`src/rtl/fanpwm_pkg.sv`:
```
package fanpwm_pkg;

  typedef enum logic [1:0] {
    DRV_OFF   = 2'd0,
    DRV_FORCE = 2'd1,
    DRV_PWM   = 2'd2
  } drive_sel_t;

endpackage

```
`src/rtl/fanpwm_duty_map.sv`:
```
module fanpwm_duty_map #(
  parameter int CODE_W  = 8,
  parameter int LO_CODE = 77,
  parameter int HI_CODE = 179,
  parameter int CNT_W   = 7
) (
  input  logic [CODE_W-1:0] code_a,
  input  logic [CODE_W-1:0] code_b,
  output logic [CNT_W-1:0]  duty
);

  localparam int SPAN = HI_CODE - LO_CODE;

  logic [CODE_W-1:0] code_max;
  logic [CODE_W-1:0] code_off;

  // winner of the two inputs
  always_comb begin
    if (code_a >= code_b) code_max = code_a;
    else                  code_max = code_b;
  end

  // offset into the window, clamped at both edges
  always_comb begin
    code_off = code_max - CODE_W'(LO_CODE);
    if (code_max <= CODE_W'(LO_CODE))      duty = '0;
    else if (code_max >= CODE_W'(HI_CODE)) duty = CNT_W'(SPAN);
    else                                   duty = CNT_W'(code_off);
  end

endmodule

```
`src/rtl/fanpwm_ramp.sv`:
```
module fanpwm_ramp #(
  parameter int SPAN  = 102,
  parameter int CNT_W = 7
) (
  input  logic             clk,
  input  logic             rst_n,
  input  logic             run,
  input  logic             tick,
  output logic [CNT_W-1:0] ramp,
  output logic             wrap
);

  localparam logic [CNT_W-1:0] LAST = CNT_W'(SPAN - 1);

  logic [CNT_W-1:0] ramp_nxt;
  logic             at_last;

  assign at_last = (ramp == LAST);
  assign wrap    = run & tick & at_last;

  always_comb begin
    ramp_nxt = ramp;
    if (!run)         ramp_nxt = '0;
    else if (tick) begin
      if (at_last)    ramp_nxt = '0;
      else            ramp_nxt = ramp + CNT_W'(1);
    end
  end

  always_ff @(posedge clk or negedge rst_n) begin
    if (!rst_n) ramp <= '0;
    else        ramp <= ramp_nxt;
  end

  AST_RAMP_IN_RANGE: assert property (@(posedge clk) disable iff (!rst_n)
    ramp < CNT_W'(SPAN));
  AST_RAMP_OFF_ZERO: assert property (@(posedge clk) disable iff (!rst_n)
    !run |=> (ramp == '0));
  AST_RAMP_IDLE_HOLD: assert property (@(posedge clk) disable iff (!rst_n)
    (run && !tick) |=> $stable(ramp));
  AST_RAMP_RESTART: assert property (@(posedge clk) disable iff (!rst_n)
    wrap |=> (ramp == '0));

endmodule

```
`src/rtl/fanpwm_gen.sv`:
```
module fanpwm_gen #(
  parameter int CODE_W  = 8,
  parameter int LO_CODE = 77,
  parameter int HI_CODE = 179
) (
  input  logic              clk,
  input  logic              rst_n,
  input  logic              enable,
  input  logic              force_high,
  input  logic [CODE_W-1:0] ctl_a,
  input  logic [CODE_W-1:0] ctl_b,
  input  logic              tick,
  output logic              pwm_out,
  output logic              period_done
);

  import fanpwm_pkg::*;

  localparam int SPAN  = HI_CODE - LO_CODE;
  localparam int CNT_W = $clog2(SPAN + 1);

  logic [1:0]       rst_pipe;
  logic             rst_sync_n;
  logic [CNT_W-1:0] duty_now;
  logic [CNT_W-1:0] duty_q;
  logic [CNT_W-1:0] duty_nxt;
  logic [CNT_W-1:0] ramp;
  logic             wrap;
  logic             duty_load;
  drive_sel_t       drv_sel;

  // asynchronous assertion, synchronous release
  always_ff @(posedge clk or negedge rst_n) begin
    if (!rst_n) rst_pipe <= 2'b00;
    else        rst_pipe <= {rst_pipe[0], 1'b1};
  end
  assign rst_sync_n = rst_pipe[1];

  fanpwm_duty_map #(
    .CODE_W  (CODE_W),
    .LO_CODE (LO_CODE),
    .HI_CODE (HI_CODE),
    .CNT_W   (CNT_W)
  ) u_map (
    .code_a (ctl_a),
    .code_b (ctl_b),
    .duty   (duty_now)
  );

  fanpwm_ramp #(
    .SPAN  (SPAN),
    .CNT_W (CNT_W)
  ) u_ramp (
    .clk   (clk),
    .rst_n (rst_sync_n),
    .run   (enable),
    .tick  (tick),
    .ramp  (ramp),
    .wrap  (wrap)
  );

  // duty captured only at a period boundary or while idle
  assign duty_load = !enable | wrap;

  always_comb begin
    duty_nxt = duty_q;
    if (duty_load) duty_nxt = duty_now;
  end

  always_ff @(posedge clk or negedge rst_sync_n) begin
    if (!rst_sync_n) duty_q <= '0;
    else             duty_q <= duty_nxt;
  end

  always_comb begin
    if (!enable)         drv_sel = DRV_OFF;
    else if (force_high) drv_sel = DRV_FORCE;
    else                 drv_sel = DRV_PWM;
  end

  always_comb begin
    case (drv_sel)
      DRV_FORCE: pwm_out = 1'b1;
      DRV_PWM:   pwm_out = (ramp < duty_q);
      default:   pwm_out = 1'b0;
    endcase
  end

  assign period_done = wrap;

  AST_DUTY_HELD: assert property (@(posedge clk) disable iff (!rst_sync_n)
    (enable && !period_done) |=> $stable(duty_q));
  AST_FORCE_DRIVES: assert property (@(posedge clk) disable iff (!rst_sync_n)
    (enable && force_high) |-> pwm_out);
  AST_OFF_QUIET: assert property (@(posedge clk) disable iff (!rst_sync_n)
    !enable |-> (!pwm_out && !period_done));
  AST_FULL_SCALE: assert property (@(posedge clk) disable iff (!rst_sync_n)
    (enable && duty_q == CNT_W'(SPAN)) |-> pwm_out);
  AST_ZERO_DUTY: assert property (@(posedge clk) disable iff (!rst_sync_n)
    (enable && !force_high && duty_q == '0) |-> !pwm_out);
  AST_DONE_ON_TICK: assert property (@(posedge clk) disable iff (!rst_sync_n)
    period_done |-> tick);

endmodule

```
`config.mk`:
```
export PLATFORM = sky130hd
export DESIGN_NAME = fanpwm_gen
export DESIGN_NICKNAME = d
export VERILOG_FILES = /design/src/rtl/fanpwm_pkg.sv /design/src/rtl/fanpwm_duty_map.sv /design/src/rtl/fanpwm_ramp.sv /design/src/rtl/fanpwm_gen.sv
export SDC_FILE = /design/constraint.sdc
export NUM_CORES = 1
export LEC_CHECK = 0
export ABC_CLOCK_PERIOD_IN_PS = 5200
export BUFFER_PORTS_ARGS = -buffer_cell sky130_fd_sc_hd__buf_4
export CORE_MARGIN = 3
export CORE_UTILIZATION = 60
export CTS_BUF_LIST = sky130_fd_sc_hd__clkbuf_16
export CTS_CLUSTER_DIAMETER = 120
export DETAILED_ROUTE_END_ITERATION = 12
export PLACE_DENSITY = 0.9
export SLEW_MARGIN = 40
export SYNTH_ARGS = -nofsm -noshare
export SYNTH_HDL_FRONTEND = slang
export SYNTH_SLANG_ARGS = --single-unit
```
`constraint.sdc`:
```
create_clock -name clk -period 5.2 [get_ports clk]
set_input_delay 1.3 -clock clk [delete_from_list [all_inputs] [get_ports clk]]
set_output_delay 1.3 -clock clk [all_outputs]
set_load 0.005 [all_outputs]
```
==> results of run 1 <==
==> logic make-up after synthesis <==
logic type / after synthesis
AOI/OAI and AO/OA: 46
buffers and inverters: 20
DFF: 16
adders and majority gates: 18
muxes: 5
xor gates and xnor gates: 6
and+or+nand+nor: 49
other: 1
==> state kept, by name, indices dropped and copies added (netlist names) <==
signal       flops
u_ramp.ramp      7
rst_pipe         2
duty_q           7
==> worst max path at each step <==
stage / slack (ns) / endpoint / cells after the start
global route: 0.62 / duty_q[6] / 12
floorplan: 0.93 / duty_q[6] / 12
CTS: 0.82 / duty_q[6] / 12
global placement: 0.79 / duty_q[6] / 12
detailed placement: 0.53 / duty_q[0] / 12
finish: 0.78 / duty_q[6] / 12
==> area by class of cell <==
type                    instances  area, um^2  area share, %
repair buffers                 22       165.2          9.706
clock buffers                   3       75.07          4.412
inverters                      18       67.56          3.971
flip-flops and latches         16       400.4          23.53
clock inverters                 1       3.754         0.2206
well taps                      28       35.03          2.059
multi-input cells             125       954.7          56.10
==> placed cells by master (no fill, tap or decap), types with 2 or more instances in the layout <==
cell / synthesis / final
sky130_fd_sc_hd__mux2_2: 2 / 2
sky130_fd_sc_hd__xnor2_1: 5 / 5
sky130_fd_sc_hd__nand2_1: 11 / 11
sky130_fd_sc_hd__mux2i_1: 3 / 3
sky130_fd_sc_hd__clkbuf_16: 0 / 3
sky130_fd_sc_hd__nand2b_1: 3 / 3
sky130_fd_sc_hd__dfrtp_1: 16 / 16
sky130_fd_sc_hd__nand3_1: 6 / 6
sky130_fd_sc_hd__nand4_1: 3 / 3
sky130_fd_sc_hd__o21ai_0: 12 / 12
sky130_fd_sc_hd__a21o_1: 4 / 4
sky130_fd_sc_hd__nor2b_1: 4 / 4
sky130_fd_sc_hd__buf_4: 0 / 22
sky130_fd_sc_hd__inv_1: 18 / 18
sky130_fd_sc_hd__a211o_1: 2 / 2
sky130_fd_sc_hd__nor2_1: 14 / 14
sky130_fd_sc_hd__and3_1: 2 / 2
sky130_fd_sc_hd__ha_1: 18 / 18
sky130_fd_sc_hd__o31ai_1: 2 / 2
sky130_fd_sc_hd__a32o_1: 3 / 3
sky130_fd_sc_hd__o21a_1: 3 / 3
sky130_fd_sc_hd__a22o_1: 3 / 3
sky130_fd_sc_hd__a21oi_1: 7 / 7
==> layer usage <==
metal,wire length [um],vias up,global-route usage (%),share of wire (%)
met5,0,-,0,0
met4,72,0,10.37,2.1
met3,163,8,5.722,4.7
met2,1821,47,48.62,52
met1,1425,614,28.74,41
li1,-,628,-,-
==> per-stage QoR <==
step           area [um^2]  utilization (%)  instances  setup slack, ns
2_1_floorplan         1430                -        161           0.9251
3_3_place_gp          1623            72.66        209           0.7929
3_5_place_dp          1623            72.66        209           0.5343
4_1_cts               1702            76.19        213           0.8180
5_1_grt               1702            76.19        213           0.6219
6_report              1702            76.19        213           0.7777
==> power by group <==
group | switching [mW] | internal [mW]
logic | 0.0703 | 0.0655
clock network | 0.0479 | 0.102
registers | 0.0111 | 0.138
total | 0.129 | 0.305
==> flow_metrics.tcl, run 1 <==
set metrics [dict create \
    r2r-start "u_ramp.ramp[0]" \
    netlist_top_cells_count "sky130_fd_sc_hd__ha_1, sky130_fd_sc_hd__inv_1, sky130_fd_sc_hd__dfrtp_1" \
    die-area_mm2 0.003005 \
    synth_flop_type "sky130_fd_sc_hd__dfrtp_1" \
    synth_edf_count 0 \
    cts.repair.resized 0 \
    cts.sinks 16 \
    timing.setup.critical_path_class "in2reg" \
    critical_path_required_ns 5.38 \
    synth-adder-area-share_pct 15.75 \
    floorplan.die.height_um 54.82 \
    slew_viol_final 0 \
    route.detailed.vias_per_inst 6.089 \
    synth_simple_gate_area_share_pct 17.94 \
    synthArstFlopShare_pct 100.0 \
    drc_errors 0 \
    synth_compound_gate_area_share_pct 25.46 \
    ys_top_cells_by_area "sky130_fd_sc_hd__dfrtp_1, sky130_fd_sc_hd__ha_1, sky130_fd_sc_hd__inv_1" \
    synth_top_family_by_area "compound AO/OA/AOI/OAI gates" \
    period_needed_ns 4.422 \
    cts-htree-levels 1 \
    cp-startpoint "ctl_b[5]" \
    cts_hold_buffers 0 \
    timing.max_cap.violations 0 \
    whs_ns 0.2375 \
    final.setup.tns_ns 0 \
    reg_to_reg_setup_timing_slack_ns 3.04 \
    crit_slowest_cell "sky130_fd_sc_hd__o31ai_4" \
    tightest_slew_ns 0.7587 \
    vdd_drop_max_mv 0.2231 \
    timing.critical_path.buf_inv 3 \
    vias_in_the_first_global_route 1291 \
    die_w_um 54.82 \
    cpPeakStageDelay_ns 0.73 \
    worst_r2r_path_depth 8 \
    synth_fp_nets 200 \
    overflow_after_grt 0 \
    synth.top_cell.area_share_pct 28.00 \
    post_cts.repair.setup_buffers 0 \
    holdCritPathClass "reg2async" \
    antenna_found_initial 0 \
    drt_iter0_markers 27 \
    yosys.area_share.xor_xnor_pct 3.675 \
    power_density_mw_per_mm2 255.4 \
    fin_total_pwr_uw 434.7 \
    synth_cell_type_count 40 \
    crit_path_start_kind "input port" \
    timing.critical_path.max_delay_family "compound AO/OA/AOI/OAI gates" \
    detailed_place_hpwl_mm 2.754 \
    start_util_pct 64.03 \
    drt_first_pass_iters 4 \
    rows 17 \
    avgSynthCellArea_um2 8.883 \
    insertion_delay_ns 0.25 \
    post_drt_antenna_nets 0 \
    multiplexer_share_of_the_synthesized_area_pct 3.675 \
    post_route_cells_drive_above_1_share_pct 17.84 \
    final_net_count 225 \
    final-setup-viol-count 0 \
    synth_warnings 0 \
    largest_net_degree_at_the_start_of_global_routing 20 \
    synth_largest_area_cell "sky130_fd_sc_hd__dfrtp_1" \
    result_of_the_run "finished, final reports clean" \
    cts_buffers 3 \
    wire_length_of_the_first_global_routing_pass_mm 5.533 \
    fillerInstances 156 \
    place.port_buffers 22 \
    fin_crit_share_pct 85.04 \
    synth-seq-cells 16 \
    n_antenna_cell 0 \
    clock_path_buffers 2 \
    power_leakage_nw 0.8445 \
    num_io_pins 23 \
    finalWeightedCongestion 0.8103 \
    crit_path_cell_trace "buf_4 > inv_1 > ha_1 > nand4_1 > o31ai_4 > mux2i_1 > inv_1 > ha_1 > or4b_1 > a31o_1 > a21oi_4 > o221a_1" \
    synth-seq-area-share_pct 28.00 \
    placeableCoreArea_mm2 0.002233 \
    synthesis.area_mm2 0.001430 \
    unrepaired_setup_endpoints_after_global_routing "no" \
    total_via_count_in_the_routed_design 1297 \
    crit_end_element "flip-flop" \
    cts.root.buffer_cell "sky130_fd_sc_hd__clkbuf_16" \
    finClkSkew_ns 0.002420 \
    timing_hold_violations_final 0 \
    crit-reg2reg-capture "duty_q[6]" \
    largest_fanout_on_the_critical_path 19 \
    worst_slew_margin_rel_pct 49.42 \
    synthesis.instances 161 \
    area.growth.synth_to_final_pct 18.98 \
    fmaxAchievable_mhz 226.1 \
    clock_transition_at_the_registers_of_the_reported_paths_ns 0.05 \
    cts_tree "built" \
    global_route.usage.total_pct 26.39 \
    routed_wl_mm 3.483 \
    drt-wirelength-per-cell_um 16.35 \
    arrival_ns 4.61 \
]
Note: power is estimated with default switching activity, not from simulation.
==> inputs of run 2 (changes only) <==
--- a/config.mk
+++ b/config.mk
@@ -12,6 +12,7 @@
 export CTS_BUF_LIST = sky130_fd_sc_hd__clkbuf_16
 export CTS_CLUSTER_DIAMETER = 120
 export DETAILED_ROUTE_END_ITERATION = 12
+export MAX_ROUTING_LAYER = met4
 export PLACE_DENSITY = 0.9
 export SLEW_MARGIN = 40
 export SYNTH_ARGS = -nofsm -noshare
==> flow_metrics.tcl, run 2 (synthesis results as in run 1) <==
set metrics [dict create \
    power_leakage_nw 0.8445 \
    power_density_mw_per_mm2 255.4 \
    critical_path_required_ns 5.38 \
    cts.repair.resized 0 \
    mostFrequentLayoutCell "sky130_fd_sc_hd__buf_4" \
    overflow_after_grt 0 \
    vias_in_the_first_global_route 1283 \
    final.setup.tns_ns 0 \
    cts_tree "built" \
    crit_end_element "flip-flop" \
    cts.root.buffer_cell "sky130_fd_sc_hd__clkbuf_16" \
    die_w_um 54.82 \
    finish.cell_count_without_fillers 213 \
    total_via_count_in_the_routed_design 1280 \
    final_net_count 225 \
    detailed_place_hpwl_mm 2.754 \
    layout_top_registers "duty_q x7, u_ramp.ramp x7, rst_pipe x2" \
    area.growth.synth_to_final_pct 18.98 \
    rows 17 \
    vdd_drop_max_mv 0.2231 \
    post_cts.repair.setup_buffers 0 \
    unrepaired_setup_endpoints_after_global_routing "no" \
    timing.max_cap.violations 0 \
    worst_slew_margin_rel_pct 48.45 \
    tightest_slew_ns 0.7732 \
    floorplan.die.height_um 54.82 \
    insertion_delay_ns 0.25 \
    cts.sinks 16 \
    antenna_found_initial 0 \
    die-area_mm2 0.003005 \
    layout.core_utilization_pct 76.19 \
    global_route.usage.total_pct 27.12 \
    p_seq_share_pct 34.3 \
    post_drt_antenna_nets 0 \
    clock_transition_at_the_registers_of_the_reported_paths_ns 0.05 \
    clock_share_of_power_pct 34.5 \
    holdCritPathClass "reg2async" \
    drt_first_pass_iters 4 \
    timing.critical_path.max_delay_family "compound AO/OA/AOI/OAI gates" \
    drt_iter0_markers 29 \
    num_io_pins 23 \
    timing_hold_violations_final 0 \
    place.port_buffers 22 \
    placeableCoreArea_mm2 0.002233 \
    cpPeakStageDelay_ns 0.73 \
    start_util_pct 64.03 \
    post_route_cells_drive_above_1_share_pct 17.84 \
    fin_crit_share_pct 85.14 \
    slew_viol_final 0 \
    net-switching-power_uw 129.2 \
    crit_path_start_kind "input port" \
    share_of_total_power_in_combinational_logic_pct 31.2 \
    cts_buffers 3 \
    n_antenna_cell 0 \
    clock_path_buffers 2 \
    finClkSkew_ns 0.002486 \
    cell_total_after_placement 209 \
    final-setup-viol-count 0 \
    routed_wl_mm 3.452 \
    route.detailed.vias_per_inst 6.009 \
    period_needed_ns 4.427 \
    cell_int_power_uw 305.3 \
    largest_fanout_on_the_critical_path 19 \
    wire_length_of_the_first_global_routing_pass_mm 5.533 \
    crit_path_cell_trace "buf_4 > inv_1 > ha_1 > nand4_1 > o31ai_4 > mux2i_1 > inv_1 > ha_1 > or4b_1 > a31o_1 > a21oi_4 > o221a_1" \
    drc_errors 0 \
    timing.setup.critical_path_class "in2reg" \
    largest_net_degree_at_the_start_of_global_routing 20 \
    result_of_the_run "finished, final reports clean" \
    swShare_pct 29.74 \
    fillerInstances 156 \
    crit_slowest_cell "sky130_fd_sc_hd__o31ai_4" \
    cts-htree-levels 1 \
    finalWeightedCongestion 0.8222 \
    arrival_ns 4.61 \
    timing.critical_path.buf_inv 3 \
    drt-wirelength-per-cell_um 16.21 \
    fmaxAchievable_mhz 225.9 \
    cts_hold_buffers 0 \
    most-common-layout-cells "sky130_fd_sc_hd__buf_4, sky130_fd_sc_hd__inv_1, sky130_fd_sc_hd__ha_1" \
]
-- run 2: cell counts in the layout (fill, tap and decap cells not counted) --
Identical to the previous run, type by type.
-- run 2: metal layers --
layer	vias up	track usage [%]	routed length [um]
met4	0	9.959	76
li1	627	-	-
met5	-	-	0
met2	43	48.82	1792
met1	602	28.74	1434
met3	8	5.722	149
-- run 2: final cells by class --
class	instances	area [um^2]	area share, %
Multi-Input combinational cell	125	954.7	56.10
Sequential cell	16	400.4	23.53
Timing Repair Buffer	22	165.2	9.706
Clock buffer	3	75.07	4.412
Inverter	18	67.56	3.971
Tap cell	28	35.03	2.059
Clock inverter	1	3.754	0.2206
-- run 2: worst reg2reg max path: cells and delay by family (launching register included) --
| kind | cells | cell delay, ns |
|---|---|---|
| DFF | 1 | 0.42 |
| and+or+nand+nor | 6 | 1.29 |
| AOI/OAI and AO/OA | 1 | 0.17 |
| adders and majority gates | 1 | 0.22 |
-- run 2: worst paths after layout --
kind,from,to,slack (ns),cells past startpoint
hold reg to reg,rst_pipe[1],duty_q[0],0.24,0
setup / recovery,ctl_b[5],duty_q[6],0.77,12
hold / removal,rst_pipe[1],duty_q[0],0.24,0
setup reg to reg,u_ramp.ramp[0],duty_q[6],3.04,8
min in group clk,rst_pipe[0],rst_pipe[1],0.35,0
max in group asynchronous,rst_n,rst_pipe[1],4.28,1
-- run 2: power groups by stage --
| stage | logic (mW) | registers [mW] | clock network, mW |
|---|---|---|---|
| after detailed placement | 0.134 | 0.151 | 0 |
| after CTS | 0.135 | 0.149 | 0.151 |
| final | 0.136 | 0.149 | 0.150 |
| after global placement | 0.126 | 0.151 | 0 |
| after floorplan | 0.0947 | 0.147 | 0 |
| after global routing | 0.151 | 0.151 | 0.157 |
-- run 2: metrics by stage --
| stage | worst slack [ns] | total power [mW] | hold WS, ns | instance area (um^2) |
|---|---|---|---|---|
| 3_3_place_gp | 0.7929 | 0.2768 | 0.2367 | 1623 |
| 3_5_place_dp | 0.5343 | 0.2849 | 0.2552 | 1623 |
| 5_1_grt | 0.6219 | 0.4587 | 0.2795 | 1702 |
| 4_1_cts | 0.8180 | 0.4358 | 0.2603 | 1702 |
| 6_report | 0.7726 | 0.4346 | 0.2372 | 1702 |
| 2_1_floorplan | 0.9251 | 0.2417 | 0.1735 | 1430 |
==> inputs of run 3 (changes only) <==
--- a/config.mk
+++ b/config.mk
@@ -7,6 +7,7 @@
 export LEC_CHECK = 0
 export ABC_CLOCK_PERIOD_IN_PS = 5200
 export BUFFER_PORTS_ARGS = -buffer_cell sky130_fd_sc_hd__buf_4
+export CORE_ASPECT_RATIO = 1.1
 export CORE_MARGIN = 3
 export CORE_UTILIZATION = 60
 export CTS_BUF_LIST = sky130_fd_sc_hd__clkbuf_16
==> flow_metrics.tcl, run 3 (synthesis results as in run 1) <==
set metrics [dict create \
    finish.cell_count_without_fillers 213 \
    vias_in_the_first_global_route 1298 \
    cts_tree "built" \
    result_of_the_run "finished, final reports clean" \
    cts_buffers 3 \
    placeableCoreArea_mm2 0.002127 \
    finalWeightedCongestion 0.8495 \
    crit_slowest_cell "sky130_fd_sc_hd__o31ai_4" \
    layout_top_registers "duty_q x7, u_ramp.ramp x7, rst_pipe x2" \
    unrepaired_setup_endpoints_after_global_routing "no" \
    slew_viol_final 0 \
    clock_share_of_power_pct 34.8 \
    wire_length_of_the_first_global_routing_pass_mm 5.885 \
    total_via_count_in_the_routed_design 1327 \
    timing.critical_path.to "duty_q[6]" \
    final_net_count 225 \
    worst_r2r_path_depth 9 \
    crit-reg2reg-capture "duty_q[6]" \
    rows 17 \
    cts.repair.resized 0 \
    critical_path_required_ns 5.39 \
    timing_hold_violations_final 0 \
    drt_first_pass_iters 4 \
    overflow_after_grt 0 \
    num_io_pins 23 \
    final-setup-viol-count 0 \
    timing.setup.critical_path_class "in2reg" \
    holdCritPathClass "reg2async" \
    cell_total_after_placement 209 \
    crit_path_start_kind "input port" \
    reg_to_reg_setup_timing_slack_ns 2.95 \
    route.detailed.vias_per_inst 6.230 \
    arrival_ns 4.52 \
    cts_hold_buffers 0 \
    net-switching-power_uw 131.8 \
    floorplan.die.height_um 57.21 \
    fin_crit_share_pct 83.44 \
    cts.sinks 16 \
    cpPeakStageDelay_ns 0.72 \
    power_leakage_nw 0.8445 \
    antenna_found_initial 0 \
    tightest_slew_ns 0.7615 \
    fillerInstances 145 \
    period_needed_ns 4.339 \
    swShare_pct 30.11 \
    cell_int_power_uw 305.9 \
    post_drt_antenna_nets 0 \
    worst_slew_margin_rel_pct 49.23 \
    final.setup.tns_ns 0 \
    insertion_delay_ns 0.25 \
    timing.max_cap.violations 0 \
    cts.root.buffer_cell "sky130_fd_sc_hd__clkbuf_16" \
    n_antenna_cell 0 \
    post_cts.repair.setup_buffers 0 \
    clock_transition_at_the_registers_of_the_reported_paths_ns 0.05 \
    drc_errors 0 \
    drt-wirelength-per-cell_um 16.53 \
    routed_wl_mm 3.520 \
    most-common-layout-cells "sky130_fd_sc_hd__buf_4, sky130_fd_sc_hd__inv_1, sky130_fd_sc_hd__ha_1" \
    vdd_drop_max_mv 0.1607 \
    cp-startpoint "ctl_b[5]" \
    start_util_pct 67.24 \
    largest_net_degree_at_the_start_of_global_routing 20 \
    detailed_place_hpwl_mm 2.744 \
    share_of_total_power_in_combinational_logic_pct 31.0 \
    mostFrequentLayoutCell "sky130_fd_sc_hd__buf_4" \
    die_w_um 52.55 \
    global_route.usage.total_pct 26.75 \
    post_route_cells_drive_above_1_share_pct 17.84 \
    clock_path_buffers 2 \
    crit_end_element "flip-flop" \
    fmaxAchievable_mhz 230.5 \
    r2r-start "u_ramp.ramp[1]" \
    crit_path_cell_trace "buf_4 > inv_1 > ha_1 > nand4_1 > o31ai_4 > mux2i_1 > inv_1 > ha_1 > or4b_1 > a31o_1 > a21oi_4 > o221a_1" \
    cts-htree-levels 1 \
    power_density_mw_per_mm2 257.2 \
    finClkSkew_ns 0.001596 \
    p_seq_share_pct 34.3 \
    fin_total_pwr_uw 437.7 \
    area.growth.synth_to_final_pct 18.98 \
    place.port_buffers 22 \
    drt_iter0_markers 36 \
    die-area_mm2 0.003006 \
    largest_fanout_on_the_critical_path 19 \
]
## run 3: cell counts in the layout (fill, tap and decap cells not counted)
Identical to the previous run, type by type.
## run 3: metrics by stage
step | area (um^2) | worst slack [ns] | hold slack [ns] | util (%)
global route | 1702 | 0.6558 | 0.2877 | 80.00
global placement | 1623 | 0.7863 | 0.2417 | 76.29
finish | 1702 | 0.8611 | 0.2410 | 80.00
detailed placement | 1623 | 0.6398 | 0.2489 | 76.29
floorplan | 1430 | 0.9251 | 0.1735 | -
CTS | 1702 | 0.8745 | 0.2551 | 80.00
## run 3: how the worst min path moves through the flow
stage | to | depth (start not counted) | from | slack (ns)
after floorplan | duty_q[0] | 0 | rst_pipe[1] | 0.17
after global placement | duty_q[4] | 0 | rst_pipe[1] | 0.24
after detailed placement | duty_q[6] | 0 | rst_pipe[1] | 0.25
after CTS | duty_q[1] | 0 | rst_pipe[1] | 0.26
after global routing | duty_q[3] | 0 | rst_pipe[1] | 0.29
final | duty_q[0] | 0 | rst_pipe[1] | 0.24
## run 3: per-layer routing
| layer | vias up | wire, um | GRT usage, % |
|---|---|---|---|
| met2 | 51 | 1884 | 46.81 |
| met1 | 629 | 1329 | 29.32 |
| met4 | 0 | 129 | 12.41 |
| li1 | 634 | - | - |
| met5 | - | 0 | - |
| met3 | 13 | 177 | 3.394 |
## run 3: power groups by stage
stage          registers (mW)  clock network (mW)  logic, mW
4_1_cts                 0.150               0.153      0.135
3_3_place_gp            0.151                   0      0.126
2_1_floorplan           0.147                   0     0.0947
5_1_grt                 0.151               0.159      0.151
6_report                0.150               0.152      0.135
3_5_place_dp            0.151                   0      0.132
## run 3: critical path, delay by kind of cell
kind | cells | cell delay [ns]
multiplexers | 1 | 0.38
AND/OR/NAND/NOR | 2 | 0.68
buffers and inverters | 3 | 0.22
AO/OA/AOI/OAI | 4 | 1.43
adder cells (fa/ha/maj) | 2 | 0.50
## run 3: cell type report
class,count,area (um^2),area share [%]
tap,28,35.03,2.059
clock inverter,1,3.754,0.2206
multi-input combinational,125,954.7,56.10
timing repair buffer,22,165.2,9.706
sequential,16,400.4,23.53
clock buffer,3,75.07,4.412
inverter,18,67.56,3.971
